**src/rtl/apbu_pkg.sv**
```systemverilog
`timescale 1ns/1ps
package apbu_pkg;
  localparam int unsigned WORD_W = 32;
  localparam int unsigned BYTE_W = 8;

  localparam logic [7:0] OFF_DATA   = 8'h00;
  localparam logic [7:0] OFF_DATA_B = 8'h03;
  localparam logic [7:0] OFF_STAT   = 8'h04;
  localparam logic [7:0] OFF_CTRL   = 8'h08;

  // status bit positions
  localparam int unsigned ST_RDY   = 0;
  localparam int unsigned ST_SHE   = 1;
  localparam int unsigned ST_TQE   = 2;
  localparam int unsigned ST_OVR   = 4;
  localparam int unsigned ST_RHALF = 8;
  localparam int unsigned ST_RFULL = 10;

  // control bit positions
  localparam int unsigned CT_RXEN = 0;
  localparam int unsigned CT_TXEN = 1;
  localparam int unsigned CT_RXIE = 2;
  localparam int unsigned CT_TXIE = 3;

  typedef enum logic [1:0] {SEL_ZERO, SEL_DATA, SEL_STAT, SEL_CTRL} reg_sel_e;

  function automatic reg_sel_e decode_off(input logic [7:0] off);
    case (off)
      OFF_DATA, OFF_DATA_B: return SEL_DATA;
      OFF_STAT:             return SEL_STAT;
      OFF_CTRL:             return SEL_CTRL;
      default:              return SEL_ZERO;
    endcase
  endfunction
endpackage

```
**src/rtl/apbu_rx_fifo.sv**
```systemverilog
`timescale 1ns/1ps
module apbu_rx_fifo #(
  parameter int unsigned DEPTH = 16,
  parameter int unsigned W     = 8,
  localparam int unsigned AW   = $clog2(DEPTH),
  localparam int unsigned CW   = $clog2(DEPTH + 1)
) (
  input  logic          clk,
  input  logic          rstn,
  input  logic          push_i,
  input  logic [W-1:0]  wdata_i,
  input  logic          pop_i,
  output logic [W-1:0]  rdata_o,
  output logic [CW-1:0] count_o
);
  logic [W-1:0]  mem_q [DEPTH];
  logic [AW-1:0] wptr_q, wptr_d, rptr_q, rptr_d;
  logic [CW-1:0] cnt_q, cnt_d;

  function automatic logic [AW-1:0] bump(input logic [AW-1:0] p);
    return (p == AW'(DEPTH - 1)) ? '0 : p + 1'b1;
  endfunction

  always_comb begin
    wptr_d = push_i ? bump(wptr_q) : wptr_q;
    rptr_d = pop_i  ? bump(rptr_q) : rptr_q;
    cnt_d  = cnt_q;
    if (push_i && !pop_i) cnt_d = cnt_q + 1'b1;
    else if (!push_i && pop_i) cnt_d = cnt_q - 1'b1;
  end

  always_ff @(posedge clk or negedge rstn) begin
    if (!rstn) begin
      wptr_q <= '0;
      rptr_q <= '0;
      cnt_q  <= '0;
    end else begin
      wptr_q <= wptr_d;
      rptr_q <= rptr_d;
      cnt_q  <= cnt_d;
    end
  end

  always_ff @(posedge clk) begin
    if (push_i) mem_q[wptr_q] <= wdata_i;
  end

  assign rdata_o = mem_q[rptr_q];
  assign count_o = cnt_q;


  fifo_bound_chk: assert property (@(posedge clk) disable iff (!rstn)
    cnt_q <= CW'(DEPTH));

  no_push_full_chk: assert property (@(posedge clk) disable iff (!rstn)
    push_i |-> (cnt_q != CW'(DEPTH)));

  no_pop_empty_chk: assert property (@(posedge clk) disable iff (!rstn)
    pop_i |-> (cnt_q != '0));
endmodule

```
**src/rtl/apbu_status.sv**
```systemverilog
`timescale 1ns/1ps
module apbu_status
  import apbu_pkg::*;
#(
  parameter int unsigned DEPTH = 16,
  localparam int unsigned CW   = $clog2(DEPTH + 1)
) (
  input  logic              clk,
  input  logic              rstn,
  input  logic [CW-1:0]     count_i,
  input  logic              ovr_set_i,
  input  logic              stat_rd_i,
  output logic [WORD_W-1:0] status_o
);
  logic ovr_q, ovr_d;

  always_comb begin
    ovr_d = ovr_q;
    if (ovr_set_i) ovr_d = 1'b1;
    else if (stat_rd_i) ovr_d = 1'b0;
  end

  always_ff @(posedge clk or negedge rstn) begin
    if (!rstn) ovr_q <= 1'b0;
    else       ovr_q <= ovr_d;
  end

  always_comb begin
    status_o           = '0;
    status_o[ST_RDY]   = (count_i != '0);
    status_o[ST_SHE]   = 1'b1;
    status_o[ST_TQE]   = 1'b1;
    status_o[ST_OVR]   = ovr_q;
    status_o[ST_RHALF] = (count_i >= CW'(DEPTH / 2));
    status_o[ST_RFULL] = (count_i == CW'(DEPTH));
  end


  ovr_clear_chk: assert property (@(posedge clk) disable iff (!rstn)
    (stat_rd_i && !ovr_set_i) |=> !status_o[ST_OVR]);

  ovr_set_chk: assert property (@(posedge clk) disable iff (!rstn)
    ovr_set_i |=> status_o[ST_OVR]);
endmodule

```
**src/rtl/apbu_top.sv**
```systemverilog
`timescale 1ns/1ps
module apbu_top
  import apbu_pkg::*;
#(
  parameter int unsigned ADDR_W = 8,
  parameter int unsigned DEPTH  = 16,
  localparam int unsigned CW    = $clog2(DEPTH + 1)
) (
  input  logic              pclk,
  input  logic              presetn,
  input  logic              psel,
  input  logic              penable,
  input  logic              pwrite,
  input  logic [ADDR_W-1:0] paddr,
  input  logic [WORD_W-1:0] pwdata,
  output logic [WORD_W-1:0] prdata,
  output logic              pready,
  output logic              pslverr,
  input  logic              rx_valid,
  input  logic [BYTE_W-1:0] rx_data,
  output logic              tx_valid,
  output logic [BYTE_W-1:0] tx_data,
  output logic              irq
);
  reg_sel_e            sel;
  logic                wr_acc, rd_acc;
  logic [WORD_W-1:0]   ctrl_q, ctrl_d;
  logic                txv_q, txv_d, irq_q, irq_d;
  logic [BYTE_W-1:0]   txd_q, txd_d;
  logic                rx_take, rx_drop, fifo_pop, fifo_full, fifo_empty;
  logic [BYTE_W-1:0]   fifo_rd;
  logic [CW-1:0]       fifo_cnt;
  logic [WORD_W-1:0]   status;
  logic                tx_fire;

  assign sel     = decode_off(paddr[7:0]);
  assign wr_acc  = psel && penable && pwrite;
  assign rd_acc  = psel && penable && !pwrite;
  assign pready  = 1'b1;
  assign pslverr = 1'b0;

  assign fifo_full  = (fifo_cnt == CW'(DEPTH));
  assign fifo_empty = (fifo_cnt == '0);
  assign rx_take    = rx_valid && ctrl_q[CT_RXEN] && !fifo_full;
  assign rx_drop    = rx_valid && ctrl_q[CT_RXEN] && fifo_full;
  assign fifo_pop   = rd_acc && (sel == SEL_DATA) && !fifo_empty;
  assign tx_fire    = wr_acc && (sel == SEL_DATA) && ctrl_q[CT_TXEN];

  apbu_rx_fifo #(.DEPTH(DEPTH), .W(BYTE_W)) u_fifo (
    .clk(pclk), .rstn(presetn),
    .push_i(rx_take), .wdata_i(rx_data),
    .pop_i(fifo_pop), .rdata_o(fifo_rd), .count_o(fifo_cnt)
  );

  apbu_status #(.DEPTH(DEPTH)) u_status (
    .clk(pclk), .rstn(presetn),
    .count_i(fifo_cnt), .ovr_set_i(rx_drop),
    .stat_rd_i(rd_acc && (sel == SEL_STAT)),
    .status_o(status)
  );

  always_comb begin
    ctrl_d = (wr_acc && sel == SEL_CTRL) ? pwdata : ctrl_q;
    txv_d  = tx_fire;
    txd_d  = tx_fire ? pwdata[BYTE_W-1:0] : txd_q;
    irq_d  = (rx_take && ctrl_q[CT_RXIE]) || (tx_fire && ctrl_q[CT_TXIE]);
  end

  always_ff @(posedge pclk or negedge presetn) begin
    if (!presetn) begin
      ctrl_q <= '0;
      txv_q  <= 1'b0;
      txd_q  <= '0;
      irq_q  <= 1'b0;
    end else begin
      ctrl_q <= ctrl_d;
      txv_q  <= txv_d;
      txd_q  <= txd_d;
      irq_q  <= irq_d;
    end
  end

  always_comb begin
    case (sel)
      SEL_DATA: prdata = fifo_empty ? '0 : WORD_W'(fifo_rd);
      SEL_STAT: prdata = status;
      SEL_CTRL: prdata = ctrl_q;
      default:  prdata = '0;
    endcase
  end

  assign tx_valid = txv_q;
  assign tx_data  = txd_q;
  assign irq      = irq_q;


  tx_gate_chk: assert property (@(posedge pclk) disable iff (!presetn)
    tx_valid |-> $past(ctrl_q[CT_TXEN]));

  rx_off_hold_chk: assert property (@(posedge pclk) disable iff (!presetn)
    (!ctrl_q[CT_RXEN] && !fifo_pop) |=> $stable(fifo_cnt));

  irq_cause_chk: assert property (@(posedge pclk) disable iff (!presetn)
    irq |-> $past(ctrl_q[CT_RXIE] || ctrl_q[CT_TXIE]));

  bus_ok_chk: assert property (@(posedge pclk) disable iff (!presetn)
    pready && !pslverr);
endmodule

```
**config.mk**
```make
export PLATFORM = sky130hd
export DESIGN_NAME = apbu_top
export DESIGN_NICKNAME = d
export VERILOG_FILES = /design/src/rtl/apbu_pkg.sv /design/src/rtl/apbu_rx_fifo.sv /design/src/rtl/apbu_status.sv /design/src/rtl/apbu_top.sv
export SDC_FILE = /design/constraint.sdc
export NUM_CORES = 1
export LEC_CHECK = 0
export BUFFER_PORTS_ARGS = -buffer_cell sky130_fd_sc_hd__buf_2
export CORE_MARGIN = 2
export CORE_UTILIZATION = 45
export DETAILED_ROUTE_END_ITERATION = 7
export GPL_TIMING_DRIVEN = 0
export HOLD_SLACK_MARGIN = 0.1
export PLACE_DENSITY = 0.7
export SYNTH_ARGS = -nofsm -noshare
export SYNTH_HDL_FRONTEND = slang
export SYNTH_SLANG_ARGS = --single-unit
```
**constraint.sdc**
```tcl
create_clock -name pclk -period 7.8 [get_ports pclk]
set_input_delay 0.78 -clock pclk [delete_from_list [all_inputs] [get_ports pclk]]
set_output_delay 0.78 -clock pclk [all_outputs]
set_load 0.01 [all_outputs]
```
# ---- Word-level counts from Yosys, hierarchy flattened
# Memory sizes are Yosys's and may differ from the RTL's.
# Index checks and enable logic that the tools add are counted.
dict set report totals {
  wordCells 62
  n_memories 1
  ramBits 128
  regBits 56
}
dict set report classes {
  n_mux 11
  n_addsub 4
  reduce_logical 28
  magnitude_cmp 1
  n_eq_ne 9
}
# memory depth word_bits read_ports rd_clocked_by_memory_dff wr line
set mem_list {}
lappend mem_list {u_fifo.mem_q 16 8 1 0 1 apbu_rx_fifo.sv:16} ;# logic [W-1:0] mem_q [DEPTH];
# op n
set ops {}
lappend ops {{one-hot mux 32 bit (3 select lines)} 1}
lappend ops {{logical AND 1 bit} 16}
lappend ops {{2-to-1 mux 5 bit} 2}
lappend ops {{adder 4 x 1 -> 4 bit (second input constant)} 2}
lappend ops {{== test 4 bit (second input constant)} 2}
lappend ops {{== test 8 x 2 -> 1 bit (second input constant)} 1}
lappend ops {{== test 8 x 3 -> 1 bit (second input constant)} 1}
lappend ops {{== test 8 x 4 -> 1 bit (second input constant)} 1}
lappend ops {{zero test 8 bit} 1}
lappend ops {{2-to-1 mux 4 bit} 2}
lappend ops {{2-to-1 mux 8 bit} 1}
lappend ops {{one-hot mux 2 bit (3 select lines)} 1}
lappend ops {{adder 5 x 1 -> 5 bit (second input constant)} 1}
lappend ops {{== test 5 bit (second input constant)} 1}
lappend ops {{greater-or-equal comparator 5 x 4 -> 1 bit (second input constant)} 1}
lappend ops {{zero test 1 bit} 5}
lappend ops {{zero test 5 bit} 1}
lappend ops {{nonzero test 5 bit} 1}
lappend ops {{subtractor 5 x 1 -> 5 bit (second input constant)} 1}
lappend ops {{== test 2 bit (second input constant)} 2}
lappend ops {{2-to-1 mux 1 bit} 4}
lappend ops {{nonzero test 2 bit} 2}
lappend ops {{== test 2 x 1 -> 1 bit (second input constant)} 1}
lappend ops {{OR reduction 2 bit} 1}
lappend ops {{logical OR 1 bit} 1}

# ---- Logic depth before layout (Yosys ltp)
# Gate-level depths: netlist of run 1.
dict set report logic_depth {
  word_depth 9
  mapped_depth 11
  ltp_nobuf 10
}

# ---- Hierarchy
# From an unflattened synthesis of run 1, not the netlist that was laid out.
dict set report hier_totals {
  cells_unflattened 542
  area_unflattened_um2 8400.6
}
# module area_per_inst_um2 cells_each seq_area_each_um2 instances
set by_module_without_submodules {}
lappend by_module_without_submodules {apbu_rx_fifo 5916.9 323 4169.0 1}
lappend by_module_without_submodules {apbu_top 2190.9 181 1051.0 1}
lappend by_module_without_submodules {apbu_status 292.8 38 25.0 1}

# ---- Worst setup path before layout of run 1
# OpenSTA, ideal clock, no wires.
dict set report synth_path {
  path_kind {in2out}
  startpoint {in paddr[5]}
  endpoint {out prdata[1]}
  arrival_time_ps 2628
  path_stages 5
  setup_slack_ps 4392
  cell_sequence {or4_1 > or4_1 > or3_1 > clkbuf_1 > o21ai_0}
}
dict set report synth_between {
  elab_chain_cells 5
  elab_cells_between_ends 10
}
# item line
set synth_rtl {}
lappend synth_rtl {{from (decl)} apbu_top.sv:14} ;# input logic [ADDR_W-1:0] paddr,
lappend synth_rtl {{== test 8 x 2 -> 1 bit / zero test 8 bit (equally long branches)} apbu_pkg.sv:28} ;# case (off)
lappend synth_rtl {{OR reduction 2 bit} apbu_pkg.sv:28}
lappend synth_rtl {{one-hot mux 2 bit (3 select lines) *} apbu_pkg.sv:28}
lappend synth_rtl {{== test 2 bit / == test 2 x 1 -> 1 bit (equally long branches)} apbu_top.sv:84} ;# case (sel)
lappend synth_rtl {{one-hot mux 32 bit (3 select lines) *} apbu_top.sv:84}
lappend synth_rtl {{to (decl)} apbu_top.sv:16} ;# output logic [WORD_W-1:0] prdata,
# Every way passes the cells marked *; elsewhere a longest branch is shown, timed or not.

# ---- Worst setup path after layout of run 1
dict set report layout_path {
  startpoint {in paddr[5]}
  endpoint {out prdata[6]}
}
# Same word-level chain as after synthesis.

==> results of run 1 <==
## area by class of cell
type	instances	area, µm²
buffer	25	131.4
fill	1397	8033
sequential	184	5245
tap	225	281.5
timing repair buffer	95	478.0
antenna	1	2.502
multi-input combinational	243	2445
clock buffer	19	432.9
inverter	7	26.28
clock inverter	12	101.3
## metal layers
| layer | share of wire [%] | wire length, µm |
|---|---|---|
| met1 | 43 | 7039 |
| met2 | 48 | 7855 |
| met3 | 7.4 | 1207 |
| met4 | 0.98 | 159 |
| met5 | 0 | 0 |
## metrics by stage
stage,setup WS (ps),total power [µW],util [%],cell area (µm²)
after global placement,3799,1191,50.01,8589
after floorplan,4392,1150,-,7833
after detailed placement,3732,1197,50.01,8589
after global routing,3442,2043,53.22,9141
final,3714,1975,53.23,9144
after CTS,3680,1985,53.12,9124
## worst min path at each step
stage / start / end / slack (ps) / cells past startpoint
3_5_place_dp: ctrl_q[25] / ctrl_q[25] / 480 / 1
6_report: presetn / ctrl_q[11] / 390 / 1
2_1_floorplan: ctrl_q[31] / ctrl_q[31] / 470 / 1
4_1_cts: ctrl_q[25] / ctrl_q[25] / 500 / 1
5_1_grt: presetn / ctrl_q[11] / 440 / 1
3_3_place_gp: ctrl_q[25] / ctrl_q[25] / 480 / 1
## state kept, by name, indices dropped and copies added, names as in the netlist
| signal | cells |
|---|---|
| ctrl_q | 32 |
| irq | 1 |
| tx_data | 8 |
| tx_valid | 1 |
| u_fifo.count_o | 5 |
| u_fifo.mem_q | 128 |
| u_fifo.rptr_q | 4 |
| u_fifo.wptr_q | 4 |
| u_status.ovr_q | 1 |
## power by group
| part | total [µW] | switching [µW] | internal, µW |
|---|---|---|---|
| logic | 109 | 63.6 | 45.3 |
| registers | 1070 | 11.7 | 1060 |
| clock network | 797 | 360 | 437 |
## cell families after synthesis
group           count (synthesis)
compound gates                 40
xor+xnor                        7
fa+ha+maj                      11
buf+inv                        32
flops                         184
mux                            90
other cells                     2
simple gates                   93
## layout by cell type, fill, tap and decap left out, types with 4 or more instances in the layout
master	count
dfrtp_1	56
or3_1	4
clkbuf_1	13
edfxtp_1	128
xnor2_1	5
clkbuf_16	17
nand2b_1	5
buf_2	100
and2_1	23
a22oi_1	4
a21oi_1	9
mux2_2	18
nand2_1	21
mux4_2	32
mux2_4	30
o21ai_0	16
nor2_1	18
nand3_1	5
ha_1	10
inv_1	7
mux2i_1	10
## critical path, stage by stage
cell and delay, ps:
buf_2 90, or4_1 570, or4_1 550, or3_1 370, clkbuf_1 250, o21ai_0 470
buf_2 220
==> results.sh, run 1 <==
export IMPL_vdd_ir_drop_max_v=0.0001582
export IMPL_die_w_um=135.9
export IMPL_slew_headroom_pct=15.96
export IMPL_synth_top_family_by_area="multiplexers"
export IMPL_synthTopCellsByCount="edfxtp_1, dfrtp_1, mux4_2, mux2_4, and2_1"
export IMPL_end_kind="output pin"
export IMPL_globalRouteMet1Util_pct=24.34
export IMPL_cts_made_buffers=17
export IMPL_seq_area_frac_synth_pct=66.96
export IMPL_finalNetCount=638
export IMPL_r2r_end="u_fifo.count_o[4]"
export IMPL_grt_pass1_wl_um=24640
export IMPL_via_count=4390
export IMPL_status="finished clean"
export IMPL_yosys_area_share_simple_pct=6.310
export IMPL_start_util_pct=45.60
export IMPL_ctsLongestPathBuffers=2
export IMPL_antenna_found_initial=1
export IMPL_ios=98
export IMPL_grt_max_degree=57
export IMPL_crit_end="prdata[6]"
export IMPL_gp_congestion=0.8065
export IMPL_hp_class="in2async"
export IMPL_grt_pass1_vias=4411
export IMPL_finalSetupViolCount=0
export IMPL_dp_hpwl_um=11020
export IMPL_async_flop_share_pct=30.43
export IMPL_worstSkewPairLatency_ps=430
export IMPL_worstMarginPinSlew_ps=1251
export IMPL_port_buffers=95
export IMPL_synth_xor_area_share_pct=0.7827
export IMPL_synth_area_per_cell_um2=17.06
export IMPL_synthCells=459
export IMPL_yosysTopAreaCell="edfxtp_1"
export IMPL_syn_nets=524
export IMPL_core_um2=17180
export IMPL_clk_pin_slew_worst_paths_ps=70
export IMPL_synth_area_leaders="edfxtp_1, dfrtp_1, mux4_2, mux2_4, mux2_2"
export IMPL_yosysWarningCount=0
export IMPL_final_max_slew_viol_count=0
export IMPL_cts_tree="yes"
export IMPL_dr_first_iter_drc_count=312
export IMPL_synth_compound_area_share_pct=3.163
export IMPL_routed_wl_um=16260
export IMPL_wire_per_inst_um=20.05
export IMPL_r2r_cells=11
export IMPL_tns_ps=0
export IMPL_fin_hold_ws_ps=394.4
export IMPL_cp_start_kind="primary input"
export IMPL_drtPass1Iterations=5
export IMPL_rows=48
export IMPL_leakagePower_uw=0.003647
export IMPL_ant_nets=0
export IMPL_die_area_um2=18480
export IMPL_clock_skew_ps=7.940
export IMPL_fmax_ghz=0.2447
export IMPL_die_height_um=135.9
export IMPL_yosys_area_share_adder_pct=1.853
export IMPL_grtUsageMet3_pct=4.996
export IMPL_hold_buffers=0
export IMPL_critPathKind="in2out"
export IMPL_cp_max_fo=8
export IMPL_rsz0062_at_grt="no"
export IMPL_met2_usage_pct=30.05
export IMPL_dpl_cell_count=779
export IMPL_synth_main_ff_cell="edfxtp_1"
export IMPL_post_synth_instance_area_um2=7833
export IMPL_post_layout_nonfiller_instances=811
export IMPL_fin_crit_ps=4086
export IMPL_rrSetupSlack_ps=4690
export IMPL_drive_gt1_share_pct=37.26
export IMPL_synth_top_area_share_pct=49.07
export IMPL_synth_most_common_cell="edfxtp_1"
export IMPL_via_per_inst=5.413
export IMPL_synth_enable_flop_cells=128
export IMPL_ys_ff_latch=184
export IMPL_clockRootBuffer="clkbuf_16"
export IMPL_grt_usage_pct=18.26
export IMPL_drc=0
export IMPL_grt_overflow=0
export IMPL_regToRegStartpoint="u_fifo.count_o[1]"
export IMPL_hold_viol_final=0
export IMPL_synth_distinct_cells=43
export IMPL_cp_startpoint="paddr[5]"
export IMPL_top_usage_layer="met2"
export IMPL_area_growth_pct=16.74
export IMPL_cp_arrival_ps=3310
export IMPL_cts_sinks=184
export IMPL_cp_required_ps=7020
export IMPL_synth_mux_area_share_pct=18.82
export IMPL_post_cts_buffers=0
export IMPL_min_period_over_period_pct=52.39
export IMPL_powerDensity_nw_per_um2=216.0
export IMPL_post_cts_resized=0
export IMPL_htree_levels=4
export IMPL_maxCapViolCount=0
No activity file was read; power rests on OpenSTA's default activity.
==> inputs of run 2 (changes only) <==
- ABC_AREA: unset -> 1
- clock period: 7.8 -> 3.9 ns (I/O delays scaled with it)
==> run 2 against run 1 <==
Net effect:
- register-to-register slack got worse by 3300 ps
- worst hold slack got worse by 200 ps
- clock-buffer cell count decreased by 1
- wire length increased by 21%
- total power increased by 120%
- largest power group unchanged
==> results.sh, run 2 <==
export IMPL_status="finished clean"
export IMPL_worstSkewPairLatency_ps=430
export IMPL_regToRegStartpoint="u_fifo.count_o[0]"
export IMPL_synth_enable_flop_cells=128
export IMPL_clock_skew_ps=12.53
export IMPL_synth_most_common_cell="nand2_1"
export IMPL_async_flop_share_pct=30.43
export IMPL_largest_reg_flops=128
export IMPL_hp_class="in2reg"
export IMPL_synthTopCellsByCount="nand2_1, inv_1, edfxtp_1, nand3_1, nor2_1"
export IMPL_tns_ps=0
export IMPL_rows=50
export IMPL_grt_pass1_vias=6200
export IMPL_drtPass1Iterations=5
export IMPL_post_synth_instance_area_um2=8645
export IMPL_slew_headroom_pct=8.719
export IMPL_cp_required_ps=3510
export IMPL_r2r_end="u_fifo.mem_q[13][6]"
export IMPL_place_area_um2=9428
export IMPL_maxCapViolCount=0
export IMPL_antenna_found_initial=0
export IMPL_seq_area_frac_synth_pct=60.67
export IMPL_via_per_inst=4.892
export IMPL_core_um2=18770
export IMPL_dp_hpwl_um=13670
export IMPL_yosysTopAreaCell="edfxtp_1"
export IMPL_grt_pass1_wl_um=31340
export IMPL_drc=0
export IMPL_cpMostUsedCell="nand2_1"
export IMPL_drive_gt1_share_pct=18.60
export IMPL_die_height_um=142.6
export IMPL_crit_chain="inv_2, buf_2, buf_2, nand2_1, nand3_1, nand3_1, nand3_1, nand2_1, nand2_1, nand2_1, buf_2"
export IMPL_ant_nets=0
export IMPL_final_cell_mix="nand2_1, inv_1, edfxtp_1, buf_2, nand3_1"
export IMPL_synthCells=927
export IMPL_yosysWarningCount=0
export IMPL_powerDensity_nw_per_um2=425.6
export IMPL_synth_area_leaders="edfxtp_1, dfrtp_1, nand2_1, inv_1, nand3_1"
export IMPL_critPathKind="reg2out"
export IMPL_worst_path_max_delay_cell="dfrtp_1"
export IMPL_max_stage_delay_ps=450
export IMPL_cp_startpoint="u_fifo.rptr_q[0]"
export IMPL_synth_area_per_cell_um2=9.325
export IMPL_post_cts_buffers=0
export IMPL_hold_viol_final=0
export IMPL_hold_depth=3
export IMPL_worst_slack_ps=1219
export IMPL_synth_distinct_cells=33
export IMPL_syn_nets=992
export IMPL_fmax_ghz=0.3730
export IMPL_cts_made_buffers=17
export IMPL_htree_levels=4
export IMPL_grt_overflow=0
export IMPL_post_route_cell_area_um2=10090
export IMPL_rrSetupSlack_ps=1380
export IMPL_die_area_um2=20330
export IMPL_post_cts_resized=0
export IMPL_antenna_cells=0
export IMPL_via_count=6301
export IMPL_gp_congestion=0.9097
export IMPL_routed_wl_um=19720
export IMPL_finalNetCount=1107
export IMPL_cp_arrival_ps=2290
export IMPL_clockRootBuffer="clkbuf_16"
export IMPL_clk_pin_slew_worst_paths_ps=70
export IMPL_crit_end="prdata[5]"
export IMPL_area_growth_pct=16.67
export IMPL_rsz0062_at_grt="no"
export IMPL_ctsLongestPathBuffers=2
export IMPL_end_kind="output pin"
export IMPL_grt_usage_pct=20.32
export IMPL_finalSetupViolCount=0
export IMPL_grt_max_degree=57
export IMPL_start_util_pct=46.06
export IMPL_pre_cts_ws_ps=1028
export IMPL_ios=98
export IMPL_cp_start_kind="flop"
export IMPL_min_period_over_period_pct=68.74
export IMPL_ys_ff_latch=184
export IMPL_leakagePower_uw=0.004912
export IMPL_dr_first_iter_drc_count=553
export IMPL_cts_sinks=184
export IMPL_fin_crit_ps=2681
export IMPL_final_max_slew_viol_count=0
export IMPL_wire_per_inst_um=15.31
export IMPL_cp_max_fo=10
export IMPL_r2r_cells=5
export IMPL_die_w_um=142.6
export IMPL_port_buffers=95
export IMPL_synth_top_area_share_pct=44.46
export IMPL_cts_tree="yes"
export IMPL_synth_main_ff_cell="edfxtp_1"
export IMPL_regMostFlops="u_fifo.mem_q"
export IMPL_worstMarginPinSlew_ps=1359
export IMPL_layout_commonest_cell="nand2_1"
export IMPL_vdd_ir_drop_max_v=0.0002449
## run 2: changes by cell type after synthesis, sizes merged, moves of 15 or more
cell   change
nor2      +42
buf       +15
o21ai     +16
nand3     +86
a21oi     +19
mux4      -32
nand2    +253
mux2      -48
and2      -23
inv      +173
## run 2: repair_timing
item,in CTS,in global routing
hold buffers,0,1
endpoints found under the setup margin,0,0
endpoints found under the hold margin,0,56
## run 2: power breakdown
| part | internal, µW | total, µW | switching (µW) |
|---|---|---|---|
| combinational | 89.3 | 260 | 171 |
| clock | 1140 | 1890 | 744 |
| sequential | 2120 | 2150 | 26.2 |
| total | 3350 | 4290 | 940 |
## run 2: worst max-delay path: cells and delay by family (launching register included)
kind / cells / cell delay (ps)
DFF: 1 / 450
and+or+nand+nor: 7 / 640
buffers and inverters: 4 / 780
## run 2: kinds of logic after synthesis
group / synth area share, %
other cells: 0.08688
xor+xnor: 0.7092
compound gates: 5.008
simple gates: 21.42
fa+ha+maj: 1.679
buf+inv: 10.42
flops: 60.67
## run 2: through the flow
step / instances / power [µW] / util, % / hold slack [ps]
floorplan: 927 / 2334 / - / 94.41
global placement: 1256 / 2433 / 50.15 / 466.0
detailed placement: 1256 / 2443 / 50.23 / 474.6
CTS: 1287 / 4304 / 53.67 / 185.5
global route: 1288 / 4431 / 53.74 / 190.1
finish: 1288 / 4292 / 53.74 / 194.7
## run 2: layer usage
| metal | part of all wire, % | wire [µm] | global-route usage (%) | up-vias |
|---|---|---|---|---|
| met5 | 0 | 0 | 0 | - |
| met3 | 6.2 | 1227 | 4.374 | 36 |
| met4 | 2.4 | 481 | 7.556 | 0 |
| met2 | 48 | 9438 | 33.27 | 209 |
| met1 | 43 | 8574 | 26.71 | 2936 |
| li1 | - | - | - | 3120 |
## run 2: worst min path at each step
stage	from	to	slack, ps
2_1_floorplan	presetn	ctrl_q[0]	90
3_3_place_gp	ctrl_q[7]	ctrl_q[7]	470
3_5_place_dp	ctrl_q[4]	ctrl_q[4]	470
4_1_cts	pwdata[14]	ctrl_q[14]	190
5_1_grt	pwdata[30]	ctrl_q[30]	190
6_report	pwdata[14]	ctrl_q[14]	190
## run 2: final cells by class
cell class,count,area [µm²]
clock inverters,13,216.5
clock buffers,18,429.2
inverters,182,683.2
repair buffers,96,488.0
multi-input cells,525,2514
plain buffers,36,217.7
well taps,234,292.8
fillers,1650,8682
flip-flops and latches,184,5245
